--- src/rtl/bpm_pkg.sv ---
package bpm_pkg;

    typedef enum logic [1:0] {
        DG_LOW     = 2'd0,
        DG_HOLD_HI = 2'd1,
        DG_HIGH    = 2'd2,
        DG_HOLD_LO = 2'd3
    } dg_state_t;

    typedef enum logic [1:0] {
        PF_IDLE   = 2'd0,
        PF_PRIME  = 2'd1,
        PF_WAIT_B = 2'd2,
        PF_WAIT_A = 2'd3
    } pf_state_t;

    localparam int NUM_CH = 2;
    localparam int CH_A   = 0;
    localparam int CH_B   = 1;

endpackage

--- src/rtl/bpm_capture.sv ---
module bpm_capture #(
    parameter int SYNC_STAGES = 2
) (
    input  logic clk_smp,
    input  logic rst_n,
    input  logic sig_i,
    output logic beat_o
);
    localparam int CHAIN = SYNC_STAGES + 1;

    logic [CHAIN-1:0] chain_q;

    // stage 0 is the mixing flop, the rest form the synchroniser
    always_ff @(posedge clk_smp) begin
        if (!rst_n) chain_q[0] <= 1'b0;
        else        chain_q[0] <= sig_i;
    end

    genvar gi;
    generate
        for (gi = 1; gi < CHAIN; gi++) begin : g_sync
            always_ff @(posedge clk_smp) begin
                if (!rst_n) chain_q[gi] <= 1'b0;
                else        chain_q[gi] <= chain_q[gi-1];
            end
        end
    endgenerate

    assign beat_o = chain_q[CHAIN-1];

endmodule

--- src/rtl/bpm_deglitch.sv ---
module bpm_deglitch
    import bpm_pkg::*;
#(
    parameter int HOLD_W   = 8,
    parameter int HOLD_DEF = 16
) (
    input  logic              clk_smp,
    input  logic              rst_n,
    input  logic              beat_i,
    input  logic [HOLD_W-1:0] holdoff_i,
    output logic              rise_o,
    output logic              level_o
);
    localparam logic [HOLD_W-1:0] DEF_CNT = HOLD_W'(HOLD_DEF);

    dg_state_t         state_q, state_n;
    logic [HOLD_W-1:0] cnt_q;
    logic [HOLD_W-1:0] hold_eff;
    logic              expired;

    assign hold_eff = (holdoff_i == '0) ? DEF_CNT : holdoff_i;
    assign expired  = (cnt_q <= HOLD_W'(1));

    always_comb begin
        state_n = state_q;
        unique case (state_q)
            DG_LOW:     if (beat_i)  state_n = DG_HOLD_HI;
            DG_HOLD_HI: if (expired) state_n = DG_HIGH;
            DG_HIGH:    if (!beat_i) state_n = DG_HOLD_LO;
            DG_HOLD_LO: if (expired) state_n = DG_LOW;
            default:                 state_n = DG_LOW;
        endcase
    end

    // state register and hold-off counter
    always_ff @(posedge clk_smp) begin
        if (!rst_n) begin
            state_q <= DG_LOW;
            cnt_q   <= '0;
        end else begin
            state_q <= state_n;
            if ((state_q == DG_LOW && beat_i) || (state_q == DG_HIGH && !beat_i))
                cnt_q <= hold_eff;
            else if (!expired)
                cnt_q <= cnt_q - HOLD_W'(1);
        end
    end

    // registered outputs
    always_ff @(posedge clk_smp) begin
        if (!rst_n) begin
            rise_o  <= 1'b0;
            level_o <= 1'b0;
        end else begin
            rise_o <= (state_q == DG_LOW) && beat_i;
            unique case (state_n)
                DG_HOLD_HI, DG_HIGH: level_o <= 1'b1;
                default:             level_o <= 1'b0;
            endcase
        end
    end

    AST_DG_RISE_LEVEL: assert property (@(posedge clk_smp) disable iff (!rst_n)
        rise_o |-> level_o);
    AST_DG_HOLD_QUIET: assert property (@(posedge clk_smp) disable iff (!rst_n)
        rise_o |=> !rise_o);

endmodule

--- src/rtl/bpm_pair.sv ---
module bpm_pair
    import bpm_pkg::*;
#(
    parameter int TS_W = 24
) (
    input  logic            clk_smp,
    input  logic            rst_n,
    input  logic            rise_a_i,
    input  logic            rise_b_i,
    output logic            vld_o,
    output logic [TS_W-1:0] phase_o,
    output logic [TS_W-1:0] period_o
);
    pf_state_t       state_q, state_n;
    logic [TS_W-1:0] ts_q;
    logic [TS_W-1:0] tag_a_q;
    logic            both;

    assign both = rise_a_i && rise_b_i;

    always_comb begin
        state_n = state_q;
        unique case (state_q)
            PF_IDLE:   if (rise_a_i) state_n = PF_PRIME;
            PF_PRIME:  if (rise_a_i) state_n = both ? PF_WAIT_A : PF_WAIT_B;
            PF_WAIT_B: begin
                if (rise_a_i)      state_n = both ? PF_WAIT_A : PF_WAIT_B;
                else if (rise_b_i) state_n = PF_WAIT_A;
            end
            PF_WAIT_A: if (rise_a_i) state_n = both ? PF_WAIT_A : PF_WAIT_B;
            default:                 state_n = PF_IDLE;
        endcase
    end

    // state register and free-running timestamp
    always_ff @(posedge clk_smp) begin
        if (!rst_n) begin
            state_q <= PF_IDLE;
            ts_q    <= '0;
        end else begin
            state_q <= state_n;
            ts_q    <= ts_q + TS_W'(1);
        end
    end

    // tags and results
    always_ff @(posedge clk_smp) begin
        if (!rst_n) begin
            tag_a_q  <= '0;
            vld_o    <= 1'b0;
            phase_o  <= '0;
            period_o <= '0;
        end else begin
            vld_o <= 1'b0;
            if (rise_a_i) begin
                tag_a_q <= ts_q;
                if (state_q != PF_IDLE) period_o <= ts_q - tag_a_q;
            end
            if (state_q != PF_IDLE && both) begin
                phase_o <= '0;
                vld_o   <= 1'b1;
            end else if (state_q == PF_WAIT_B && rise_b_i && !rise_a_i) begin
                phase_o <= ts_q - tag_a_q;
                vld_o   <= 1'b1;
            end
        end
    end

    AST_VLD_SINGLE: assert property (@(posedge clk_smp) disable iff (!rst_n)
        vld_o |=> !vld_o);
    AST_NO_EARLY_RESULT: assert property (@(posedge clk_smp) disable iff (!rst_n)
        (state_q == PF_IDLE) |=> !vld_o);
    AST_PERIOD_KNOWN: assert property (@(posedge clk_smp) disable iff (!rst_n)
        vld_o |-> (period_o != '0));
    AST_WAIT_A_NO_B: assert property (@(posedge clk_smp) disable iff (!rst_n)
        (state_q == PF_WAIT_A && rise_b_i && !rise_a_i) |=> !vld_o);

endmodule

--- src/rtl/beat_phase_meter.sv ---
module beat_phase_meter
    import bpm_pkg::*;
#(
    parameter int TS_W        = 24,
    parameter int HOLD_W      = 8,
    parameter int HOLD_DEF    = 16,
    parameter int SYNC_STAGES = 2
) (
    input  logic              clk_smp,
    input  logic              rst_n,
    input  logic              clk_a_i,
    input  logic              clk_b_i,
    input  logic [HOLD_W-1:0] holdoff_i,
    output logic              vld_o,
    output logic [TS_W-1:0]   phase_o,
    output logic [TS_W-1:0]   period_o
);
    logic [NUM_CH-1:0] raw_in;
    logic [NUM_CH-1:0] beat;
    logic [NUM_CH-1:0] rise;
    logic [NUM_CH-1:0] level;

    assign raw_in[CH_A] = clk_a_i;
    assign raw_in[CH_B] = clk_b_i;

    genvar ch;
    generate
        for (ch = 0; ch < NUM_CH; ch++) begin : g_chan
            bpm_capture #(.SYNC_STAGES(SYNC_STAGES)) cap_i (
                .clk_smp (clk_smp),
                .rst_n   (rst_n),
                .sig_i   (raw_in[ch]),
                .beat_o  (beat[ch])
            );
            bpm_deglitch #(.HOLD_W(HOLD_W), .HOLD_DEF(HOLD_DEF)) dg_i (
                .clk_smp   (clk_smp),
                .rst_n     (rst_n),
                .beat_i    (beat[ch]),
                .holdoff_i (holdoff_i),
                .rise_o    (rise[ch]),
                .level_o   (level[ch])
            );
        end
    endgenerate

    bpm_pair #(.TS_W(TS_W)) pair_i (
        .clk_smp  (clk_smp),
        .rst_n    (rst_n),
        .rise_a_i (rise[CH_A]),
        .rise_b_i (rise[CH_B]),
        .vld_o    (vld_o),
        .phase_o  (phase_o),
        .period_o (period_o)
    );

    AST_RESET_QUIET: assert property (@(posedge clk_smp)
        !rst_n |=> !vld_o);
    AST_RISE_NEEDS_LEVEL: assert property (@(posedge clk_smp) disable iff (!rst_n)
        $onehot0({rise[CH_A] && !level[CH_A], rise[CH_B] && !level[CH_B]}) &&
        !(rise[CH_A] && !level[CH_A]));

endmodule

--- config.mk ---
export PLATFORM = sky130hd
export DESIGN_NAME = beat_phase_meter
export DESIGN_NICKNAME = d
export VERILOG_FILES = /design/src/rtl/bpm_pkg.sv /design/src/rtl/bpm_capture.sv /design/src/rtl/bpm_deglitch.sv /design/src/rtl/bpm_pair.sv /design/src/rtl/beat_phase_meter.sv
export SDC_FILE = /design/constraint.sdc
export NUM_CORES = 1
export LEC_CHECK = 0
export ABC_AREA = 1
export BUFFER_PORTS_ARGS = -buffer_cell sky130_fd_sc_hd__buf_4
export CORE_ASPECT_RATIO = 2
export CORE_UTILIZATION = 40
export DETAILED_ROUTE_END_ITERATION = 8
export PLACE_DENSITY = 0.62
export SYNTH_ARGS = -nofsm -noshare
export SYNTH_HDL_FRONTEND = slang
export SYNTH_SLANG_ARGS = --single-unit
export TNS_END_PERCENT = 10
--- constraint.sdc ---
create_clock -name clk_smp -period 1.6 [get_ports clk_smp]
set_input_delay 0.16 -clock clk_smp [delete_from_list [all_inputs] [get_ports clk_smp]]
set_output_delay 0.16 -clock clk_smp [all_outputs]
set_load 0.02 [all_outputs]
==> results of run 1 <==
## critical path, cell delays in order (launching register included)
cell and delay [ns]:
dfxtp_2 0.32, inv_2 0.07, ha_4 0.14, inv_4 0.03, fa_2 0.35, nand2_2 0.09, nand2_4 0.06, nand2_4 0.09
nand3b_1 0.21, nand3_1 0.10, nand2_1 0.08, nand3_1 0.07, nand2_1 0.06, inv_1 0.03
## registers in the layout, indices dropped and copies added, names as in the netlist
| name | count |
|---|---|
| g_chan.dg_i.cnt_q | 16 |
| pair_i.state_q | 2 |
| pair_i.period_o | 24 |
| g_chan.cap_i.beat_o | 2 |
| g_chan.dg_i.state_q | 4 |
| g_chan.dg_i.rise_o | 2 |
| pair_i.vld_o | 1 |
| pair_i.tag_a_q | 24 |
| pair_i.phase_o | 24 |
| g_chan.cap_i.chain_q | 4 |
| pair_i.ts_q | 24 |
## layer usage
layer	wire length, um	up-vias	track usage, %
met5	0	-	0
met4	1280	0	17.3
met3	598	66	3.95
met2	12100	168	44.8
met1	7660	3333	21.3
li1	-	3801	-
## layout by cell type, fill, tap and decap left out, drive strengths merged
cell and count:
a211oi 3, a21o 4, a21oi 68, a22oi 2, a311oi 2, a31oi 3, and2 2, and3 1
buf 185, bufinv 1, clkbuf 18, clkinv 5, clkinvlp 5, dfxtp 127, dlygate4sd3 4, fa 1
ha 36, inv 194, nand2 263, nand3 60, nand3b 3, nand4 19, nor2 165, nor3 21
nor4 3, o211ai 2, o21a 3, o21ai 57, o21bai 1, o31ai 1, or2 6, xnor2 9
xor2 15
## power breakdown
group          leakage (nW)  switching (mW)  internal (mW)
clock                 0.260            1.55           2.15
sequential             1.04           0.197           3.41
combinational          3.63            1.93           1.38
## repair_timing
action / CTS / global route
buffers inserted: 1 / 4
hold buffers: 4 / 0
endpoints found under the hold margin: 4 / 0
setup endpoints to repair: 48 / 75
gates resized for setup: 60 / 154
pin swaps: 13 / 47
## layout make-up
type,count,area [um^2],area share (%)
Clock inverter,14,134,1.31
Clock buffer,18,429,4.21
Multi-Input combinational cell,750,4570,44.8
Timing Repair Buffer,189,1510,14.8
Sequential cell,127,2570,25.2
Tap cell,213,267,2.61
Inverter,191,719,7.06
## per-stage QoR
stage | instances | hold slack, ns | util [%] | total power [mW]
2_1_floorplan | 1095 | 0.258 | - | 5.63
3_3_place_gp | 1461 | 0.351 | 49.5 | 6.50
3_5_place_dp | 1461 | 0.351 | 49.5 | 6.54
4_1_cts | 1498 | 0.00515 | 54.6 | 10.4
5_1_grt | 1502 | 0.0120 | 57.6 | 11.3
6_report | 1502 | 0.0115 | 57.6 | 10.6
## cell families (layout without fill, tap and decap cells)
group	count (synthesis)	in the layout	synth area share, %
compound gates	146	146	11.0
xor+xnor	24	24	2.93
fa+ha+maj	37	37	6.55
buf+inv	218	412	11.6
flops	127	127	35.4
simple gates	543	543	32.5
## how the worst min path moves through the flow
stage	depth (start not counted)	slack, ns	from	to
2_1_floorplan	2	0.26	clk_a_i	g_chan[0].cap_i.chain_q[0]
3_3_place_gp	3	0.35	clk_b_i	g_chan[1].cap_i.chain_q[0]
3_5_place_dp	3	0.35	clk_b_i	g_chan[1].cap_i.chain_q[0]
4_1_cts	3	0.005	holdoff_i[7]	g_chan[1].dg_i.cnt_q[7]
5_1_grt	3	0.01	holdoff_i[1]	g_chan[0].dg_i.cnt_q[1]
6_report	3	0.01	holdoff_i[7]	g_chan[1].dg_i.cnt_q[7]
==> impl_metrics.env, run 1 <==
export IMPL_avgRoutedWirePerCell_um=14.4
export IMPL_gp_congestion=0.953
export IMPL_syn_avg_cell_area_um2=6.56
export IMPL_core_um2=17700
export IMPL_fin_setup_tns_ns=-3.34
export IMPL_fmax_mhz=558
export IMPL_hold_violations=0
export IMPL_yosysMostFrequentCell="nand2_1"
export IMPL_clk_latency_ns=0.43
export IMPL_place_area_um2=8760
export IMPL_slew_headroom_pct=79.2
export IMPL_die_area_um2=18500
export IMPL_required_ns=1.93
export IMPL_cp_data_arrival_time_ns=2.12
export IMPL_diodes=0
export IMPL_synth_area_top_cells="dfxtp_1, nand2_1, inv_1"
export IMPL_irDropWorstVdd_uv=1140
export IMPL_ant_nets=0
export IMPL_wl_um=21600
export IMPL_rows=69
export IMPL_viasPerCell=4.91
export IMPL_nFillCells=1631
export IMPL_r2r_slack_ns=-0.19
export IMPL_start_kind="flip-flop"
export IMPL_drc=0
export IMPL_async_reset_ff_share_pct=0
export IMPL_p_leak_nw=4.93
export IMPL_die_height_um=192
export IMPL_status="finished with violations"
export IMPL_crit_type="flip-flop to flip-flop"
export IMPL_synth_area_um2=7180
export IMPL_grt_use_total_pct=23.2
export IMPL_rsz0062_at_grt="yes"
export IMPL_yosysTopAreaCell="dfxtp_1"
export IMPL_drt_iter0_markers=225
export IMPL_finalSetupViolCount=40
export IMPL_dpl_hpwl_um=15700
export IMPL_reg2reg_to="pair_i.phase_o[20]"
export IMPL_grt_overflow=0
export IMPL_grt_max_degree=42
export IMPL_antenna_found_initial=0
export IMPL_syn_inst=1095
export IMPL_finClkSkew_ns=0.0135
export IMPL_hold_path_class="input port to flip-flop"
export IMPL_post_place_ws_ns=-0.484
export IMPL_synthDistinctLibCells=41
export IMPL_nNetsFinal=1325
export IMPL_worstSetupEndpoint="pair_i.phase_o[20]"
export IMPL_cts_sinks=127
export IMPL_synth_seq_area_share_pct=35.4
export IMPL_first_pass_iters=5
export IMPL_startpoint="pair_i.ts_q[0]"
export IMPL_fin_crit_sh_pct=112
export IMPL_crit_path_max_fanout=3
export IMPL_end_kind="flip-flop"
export IMPL_initial_core_util_pct=40.6
export IMPL_synth_top_area_share_pct=35.4
export IMPL_clkTransAtPathRegs_ns=0.07
export IMPL_portBuffers=60
export IMPL_slew_violations=0
export IMPL_synth_edff_count=0
export IMPL_grt_pass1_vias=7197
export IMPL_reg2regPathDepth=13
export IMPL_reg2reg_from="pair_i.ts_q[0]"
export IMPL_vias=7368
export IMPL_synth_top_cells_by_count="nand2_1, inv_1, nor2_1, dfxtp_1, a21oi_1"
export IMPL_syn2layout_area_growth_pct=41.9
export IMPL_cts_tree="done"
export IMPL_tightestPinTransition_ns=0.311
export IMPL_fin_area_um2=10200
export IMPL_clockBufferDepth=2
export IMPL_period_minus_slack_ns=1.79
export IMPL_failed_checks="setup timing"
export IMPL_grt_pass1_wl_um=33500
export IMPL_htree_levels=4
export IMPL_root_buffer="clkbuf_16"
export IMPL_ys_seq_elements=127
export IMPL_drive_above_1_share_pct=32.2
export IMPL_die_w_um=96.8
export IMPL_yosysWarnings=0
export IMPL_io_pins=61
export IMPL_cts_buffers=17
export IMPL_power_density_nw_per_um2=1040
export IMPL_cap_violations=0
export IMPL_worst_slack_ns=-0.191
export IMPL_synthesis_nets=1144
export IMPL_synthFlopType="dfxtp_1"
Power figures use the tool's default switching activity.
==> run 2: changes to the inputs <==
--- a/config.mk
+++ b/config.mk
@@ -6,11 +6,14 @@
 export NUM_CORES = 1
 export LEC_CHECK = 0
 export ABC_AREA = 1
+export ABC_CLOCK_PERIOD_IN_PS = 1600
 export BUFFER_PORTS_ARGS = -buffer_cell sky130_fd_sc_hd__buf_4
 export CORE_ASPECT_RATIO = 2
 export CORE_UTILIZATION = 40
 export DETAILED_ROUTE_END_ITERATION = 8
 export PLACE_DENSITY = 0.62
+export RECOVER_POWER = 100
+export SETUP_SLACK_MARGIN = 0.5
 export SYNTH_ARGS = -nofsm -noshare
 export SYNTH_HDL_FRONTEND = slang
 export SYNTH_SLANG_ARGS = --single-unit
==> run 2 against run 1 <==
  * Critical endpoint unchanged
  * Hold slack improved by 0.0038 ns
  * Count of clock-buffer cells in the layout did not move
  * The run still ends with setup timing left
  * Final area fell by 2.0%
  * Highest routed layer unchanged
  * Non-clock buffer count fell by 5
  * Largest cell class unchanged
  * Clock power fell by 1%
  * Combinational power rose by 6.0%
==> impl_metrics.env, run 2 (same netlist as run 1, synthesis figures left out) <==
export IMPL_irDropWorstVdd_uv=1040
export IMPL_slew_violations=0
export IMPL_vias=7381
export IMPL_required_ns=1.92
export IMPL_diodes=0
export IMPL_nFillCells=1738
export IMPL_drive_above_1_share_pct=29.4
export IMPL_grt_pass1_vias=7303
export IMPL_crit_type="flip-flop to flip-flop"
export IMPL_status="finished with violations"
export IMPL_slew_headroom_pct=66.9
export IMPL_wl_um=21000
export IMPL_die_w_um=96.8
export IMPL_initial_core_util_pct=40.6
export IMPL_nNetsFinal=1320
export IMPL_cp_slowest_stage_delay_ns=0.34
export IMPL_portBuffers=60
export IMPL_hold_violations=0
export IMPL_dpl_hpwl_um=15500
export IMPL_die_height_um=192
export IMPL_die_area_um2=18500
export IMPL_crit_path_max_fanout=3
export IMPL_cts_buffers=17
export IMPL_r2r_slack_ns=-0.19
export IMPL_first_pass_iters=4
export IMPL_multi_input_area_um2=4600
export IMPL_regArea_um2=2580
export IMPL_finish_utilization_pct=56.4
export IMPL_worst_path_dominant_cell_family="simple AND/OR/NAND/NOR gates"
export IMPL_power_density_nw_per_um2=1080
export IMPL_finalSetupViolCount=45
export IMPL_worst_path_max_delay_cell="fa_2"
export IMPL_worst_slack_ns=-0.192
export IMPL_failed_checks="setup timing"
export IMPL_p_leak_nw=4.71
export IMPL_tightestPinTransition_ns=0.497
export IMPL_htree_levels=4
export IMPL_cap_violations=0
export IMPL_post_place_ws_ns=-0.399
export IMPL_reg2reg_from="pair_i.ts_q[0]"
export IMPL_hold_path_class="input port to flip-flop"
export IMPL_cp_data_arrival_time_ns=2.11
export IMPL_crit_chain="inv_2 -> ha_4 -> inv_2 -> fa_2 -> nand2_2 -> nand2_2 -> nand2_4 -> nand3b_1 -> nand3_1 -> nand2_1 -> nand3_1 -> nand2_1 -> inv_1"
export IMPL_cts_tree="done"
export IMPL_drt_iter0_markers=209
export IMPL_grt_overflow=0
export IMPL_core_um2=17700
export IMPL_avgRoutedWirePerCell_um=14.0
export IMPL_clkTransAtPathRegs_ns=0.06
export IMPL_crit_buf_inv=3
export IMPL_grt_use_total_pct=22.8
export IMPL_start_kind="flip-flop"
export IMPL_cts_sinks=127
export IMPL_fin_setup_tns_ns=-3.65
export IMPL_antenna_found_initial=0
export IMPL_period_minus_slack_ns=1.79
export IMPL_fin_crit_sh_pct=112
export IMPL_gp_congestion=0.947
export IMPL_syn2layout_area_growth_pct=39.1
export IMPL_drc=0
export IMPL_clk_latency_ns=0.43
export IMPL_layout_common_cells="nand2_1, inv_1, nor2_1, buf_4, dfxtp_1"
export IMPL_end_kind="flip-flop"
export IMPL_hp_start="holdoff_i[5]"
export IMPL_grt_pass1_wl_um=33400
export IMPL_clockBufferDepth=2
export IMPL_root_buffer="clkbuf_16"
export IMPL_io_pins=61
export IMPL_finClkSkew_ns=0.00905
export IMPL_rsz0062_at_grt="yes"
export IMPL_grt_max_degree=45
export IMPL_ant_nets=0
export IMPL_fmax_mhz=558
export IMPL_startpoint="pair_i.ts_q[0]"
export IMPL_rows=69
export IMPL_viasPerCell=4.93
export IMPL_layout_commonest_cell="nand2_1"
-- run 2: changes by cell type in the layout (fill, tap and decap cells not counted), sizes merged --
cell      previous run  this run
clkinv               5         3
clkinvlp             5         3
buf                185       121
inv                194       199
bufinv               1         0
clkbuf              18        77
-- run 2: worst min-delay path, stage by stage --
cell and delay, ns:
buf_4 0.13, nand2_1 0.06, a21oi_1 0.05
-- run 2: per-layer routing --
layer / global-route usage (%) / routed length, um / up-vias
met5: 0 / 0 / -
met4: 18.5 / 1650 / 0
met3: 3.25 / 481 / 81
met2: 45.0 / 11500 / 146
met1: 20.0 / 7410 / 3364
li1: - / - / 3790
-- run 2: through the flow --
step | std cells | total power, mW | hold WS, ns | instance area (um^2)
3_5_place_dp | 1456 | 6.59 | 0.347 | 8750
4_1_cts | 1495 | 10.5 | 0.00261 | 9910
2_1_floorplan | 1095 | 5.63 | 0.258 | 7210
5_1_grt | 1497 | 11.4 | 0.00483 | 9990
6_report | 1497 | 10.8 | 0.0153 | 9990
3_3_place_gp | 1456 | 6.54 | 0.344 | 8750
-- run 2: layout make-up --
type,count,share of cell area [%]
Tap cell,213,2.67
Timing Repair Buffer,184,12.7
Multi-Input combinational cell,750,46.1
Sequential cell,127,25.9
Inverter,191,7.20
Clock buffer,18,4.30
Clock inverter,14,1.23
-- run 2: report_power, final --
group	switching [mW]	internal [mW]
registers	0.208	3.43
logic	2.03	1.48
clock network	1.61	2.04
total	3.85	6.94
-- run 2: repair_timing --
item,4_1_cts,5_1_grt
hold buffers,4,0
endpoints found under the hold margin,4,0
setup endpoints to repair,112,126
setup buffers,3,2
pin swaps,36,44
gates resized for setup,125,123
-- run 2: path summary, 6_finish.rpt --
check,to,cells past startpoint
setup / recovery,pair_i.phase_o[20],13
hold reg to reg,g_chan[0].cap_i.beat_o,2
hold / removal,g_chan[1].dg_i.cnt_q[5],3
setup reg to reg,pair_i.phase_o[20],13
==> run 3: changes to the inputs <==
--- a/config.mk
+++ b/config.mk
@@ -6,12 +6,12 @@
 export NUM_CORES = 1
 export LEC_CHECK = 0
 export ABC_AREA = 1
-export ABC_CLOCK_PERIOD_IN_PS = 1600
+export ABC_CLOCK_PERIOD_IN_PS = 2000
 export BUFFER_PORTS_ARGS = -buffer_cell sky130_fd_sc_hd__buf_4
 export CORE_ASPECT_RATIO = 2
 export CORE_UTILIZATION = 40
 export DETAILED_ROUTE_END_ITERATION = 8
-export PLACE_DENSITY = 0.62
+export PLACE_DENSITY = 0.6
 export RECOVER_POWER = 100
 export SETUP_SLACK_MARGIN = 0.5
 export SYNTH_ARGS = -nofsm -noshare
==> constraint.sdc (replaced) <==
create_clock -name clk_smp -period 2 [get_ports clk_smp]
set_input_delay 0.2 -clock clk_smp [delete_from_list [all_inputs] [get_ports clk_smp]]
set_output_delay 0.2 -clock clk_smp [all_outputs]
set_load 0.02 [all_outputs]
==> run 3 against run 2 <==
  * The flow now finishes without violations
  * First-iteration DRC count is 4.3% lower
  * Maximum frequency decreased by 4.0%
  * Hold slack better by 0.027 ns
  * Non-clock buffer count is 65 lower
  * Core utilization shrank 3.7 points
  * Power down 23%
  * Routed wire length fell by 4.4%
  * Sequential power is 21% lower
  * Clock power fell by 16%
  * Die area did not move
  * Critical path depth fell by 2
  * Count of clock-buffer cells in the layout fell by 1
  * Largest power group unchanged
  * Highest routed layer unchanged
==> impl_metrics.env, run 3 (same netlist as run 1, synthesis figures left out) <==
export IMPL_start_kind="flip-flop"
export IMPL_hp_start="holdoff_i[6]"
export IMPL_crit_type="flip-flop to flip-flop"
export IMPL_finalSetupViolCount=0
export IMPL_irDropWorstVdd_uv=552
export IMPL_tightestPinTransition_ns=1.22
export IMPL_p_leak_nw=4.34
export IMPL_grt_pass1_wl_um=32100
export IMPL_period_minus_slack_ns=1.87
export IMPL_nNetsFinal=1255
export IMPL_hold_path_depth=3
export IMPL_required_ns=2.37
export IMPL_rsz0062_at_grt="yes"
export IMPL_m1WireLength_um=7160
export IMPL_dr_wl_met2_um=11100
export IMPL_nFillCells=1721
export IMPL_die_w_um=96.8
export IMPL_initial_core_util_pct=40.6
export IMPL_reg2reg_to="pair_i.phase_o[13]"
export IMPL_dpl_hpwl_um=14900
export IMPL_rows=69
export IMPL_cap_violations=0
export IMPL_slew_violations=0
export IMPL_slew_headroom_pct=18.7
export IMPL_core_um2=17700
export IMPL_hold_violations=0
export IMPL_end_kind="flip-flop"
export IMPL_crit_path_max_fanout=4
export IMPL_grt_use_total_pct=22.0
export IMPL_finalNonFillerCells=1432
export IMPL_startpoint="pair_i.tag_a_q[4]"
export IMPL_reg2reg_from="pair_i.tag_a_q[4]"
export IMPL_grt_pass1_vias=6884
export IMPL_dp_cells=1378
export IMPL_ant_nets=0
export IMPL_die_area_um2=18500
export IMPL_r2r_slack_ns=0.13
export IMPL_drc=0
export IMPL_status="finished, final reports clean"
export IMPL_die_height_um=192
export IMPL_hold_path_class="input port to flip-flop"
export IMPL_multi_input_area_um2=4450
export IMPL_power_density_nw_per_um2=893
export IMPL_fin_crit_sh_pct=93.3
export IMPL_gp_congestion=0.924
export IMPL_grt_overflow=0
export IMPL_grt_max_degree=57
export IMPL_route_met3_wl_um=543
export IMPL_cp_data_arrival_time_ns=2.24
export IMPL_root_buffer="clkbuf_16"
export IMPL_diodes=0
export IMPL_clockBufferDepth=2
export IMPL_first_pass_iters=5
export IMPL_antenna_found_initial=0
export IMPL_cts_sinks=127
export IMPL_reg2regPathDepth=11
export IMPL_clk_latency_ns=0.43
export IMPL_drive_above_1_share_pct=20.3
export IMPL_routed_top_layer="met4"
export IMPL_regArea_um2=2570
export IMPL_htree_levels=4
export IMPL_avgRoutedWirePerCell_um=14.0
export IMPL_drt_iter0_markers=200
export IMPL_layout_common_cells="nand2_1, inv_1, nor2_1, dfxtp_1, a21oi_1"
export IMPL_cts_tree="done"
export IMPL_fin_setup_tns_ns=0
export IMPL_layout_commonest_cell="nand2_1"
export IMPL_portBuffers=60
export IMPL_viasPerCell=4.98
export IMPL_clkTransAtPathRegs_ns=0.07
export IMPL_finClkSkew_ns=0.0134
export IMPL_wl_um=20100
export IMPL_syn2layout_area_growth_pct=30.0
export IMPL_cts_buffers=17
export IMPL_fmax_mhz=536
export IMPL_io_pins=61
export IMPL_min_to="g_chan[0].dg_i.cnt_q[6]"
export IMPL_vias=7133
-- run 3: per-stage QoR --
| stage | hold WS (ns) | area [um^2] | total power [mW] | util (%) | worst slack [ns] |
|---|---|---|---|---|---|
| after floorplan | 0.298 | 7200 | 4.50 | - | 0.304 |
| after global placement | 0.386 | 8140 | 5.12 | 46.0 | 0.0643 |
| after detailed placement | 0.388 | 8140 | 5.15 | 46.0 | 0.0404 |
| after CTS | 0.0311 | 9280 | 8.38 | 52.4 | 0.199 |
| after global routing | 0.0400 | 9340 | 8.85 | 52.7 | 0.0137 |
| final | 0.0424 | 9340 | 8.34 | 52.7 | 0.133 |
-- run 3: how the worst max path moves through the flow --
stage,endpoint,cells past startpoint
floorplan,pair_i.period_o[22],14
global placement,pair_i.phase_o[22],14
detailed placement,pair_i.period_o[21],11
CTS,pair_i.phase_o[23],11
global route,pair_i.phase_o[13],11
finish,pair_i.phase_o[13],11
-- run 3: layout make-up --
class                   count  area share, %
clock buffers              17           4.56
inverters                 191           7.76
clock inverters            15           1.72
flip-flops and latches    127           27.5
repair buffers            119           7.95
well taps                 213           2.85
multi-input cells         750           47.6
-- run 3: what timing repair did --
item,CTS,global route
hold buffers,2,0
gates resized for setup,96,93
hold endpoints to repair,2,0
pin swaps,37,41
buffers inserted,11,9
endpoints found under the setup margin,75,83
-- run 3: worst max-delay path, cell delays in order, from the launching register on --
cell	delay [ns]
dfxtp_2	0.32
inv_1	0.06
ha_4	0.30
nand2_1	0.13
nor2_1	0.19
nand2_1	0.12
nand3_4	0.11
nand3_1	0.16
a21o_1	0.22
nand3_1	0.10
nand2_1	0.06
inv_1	0.05
-- run 3: layer usage --
metal  vias up  track usage [%]
met5         -                0
met4         0             16.5
met3        64             3.36
met2       155             42.5
met1      3253             20.2
li1       3661                -
-- run 3: where the power goes --
group / internal [mW] / switching (mW) / total [mW]
Combinational: 0.934 / 1.47 / 2.40
Sequential: 2.72 / 0.157 / 2.88
Clock: 1.68 / 1.38 / 3.05
Total: 5.33 / 3.00 / 8.34
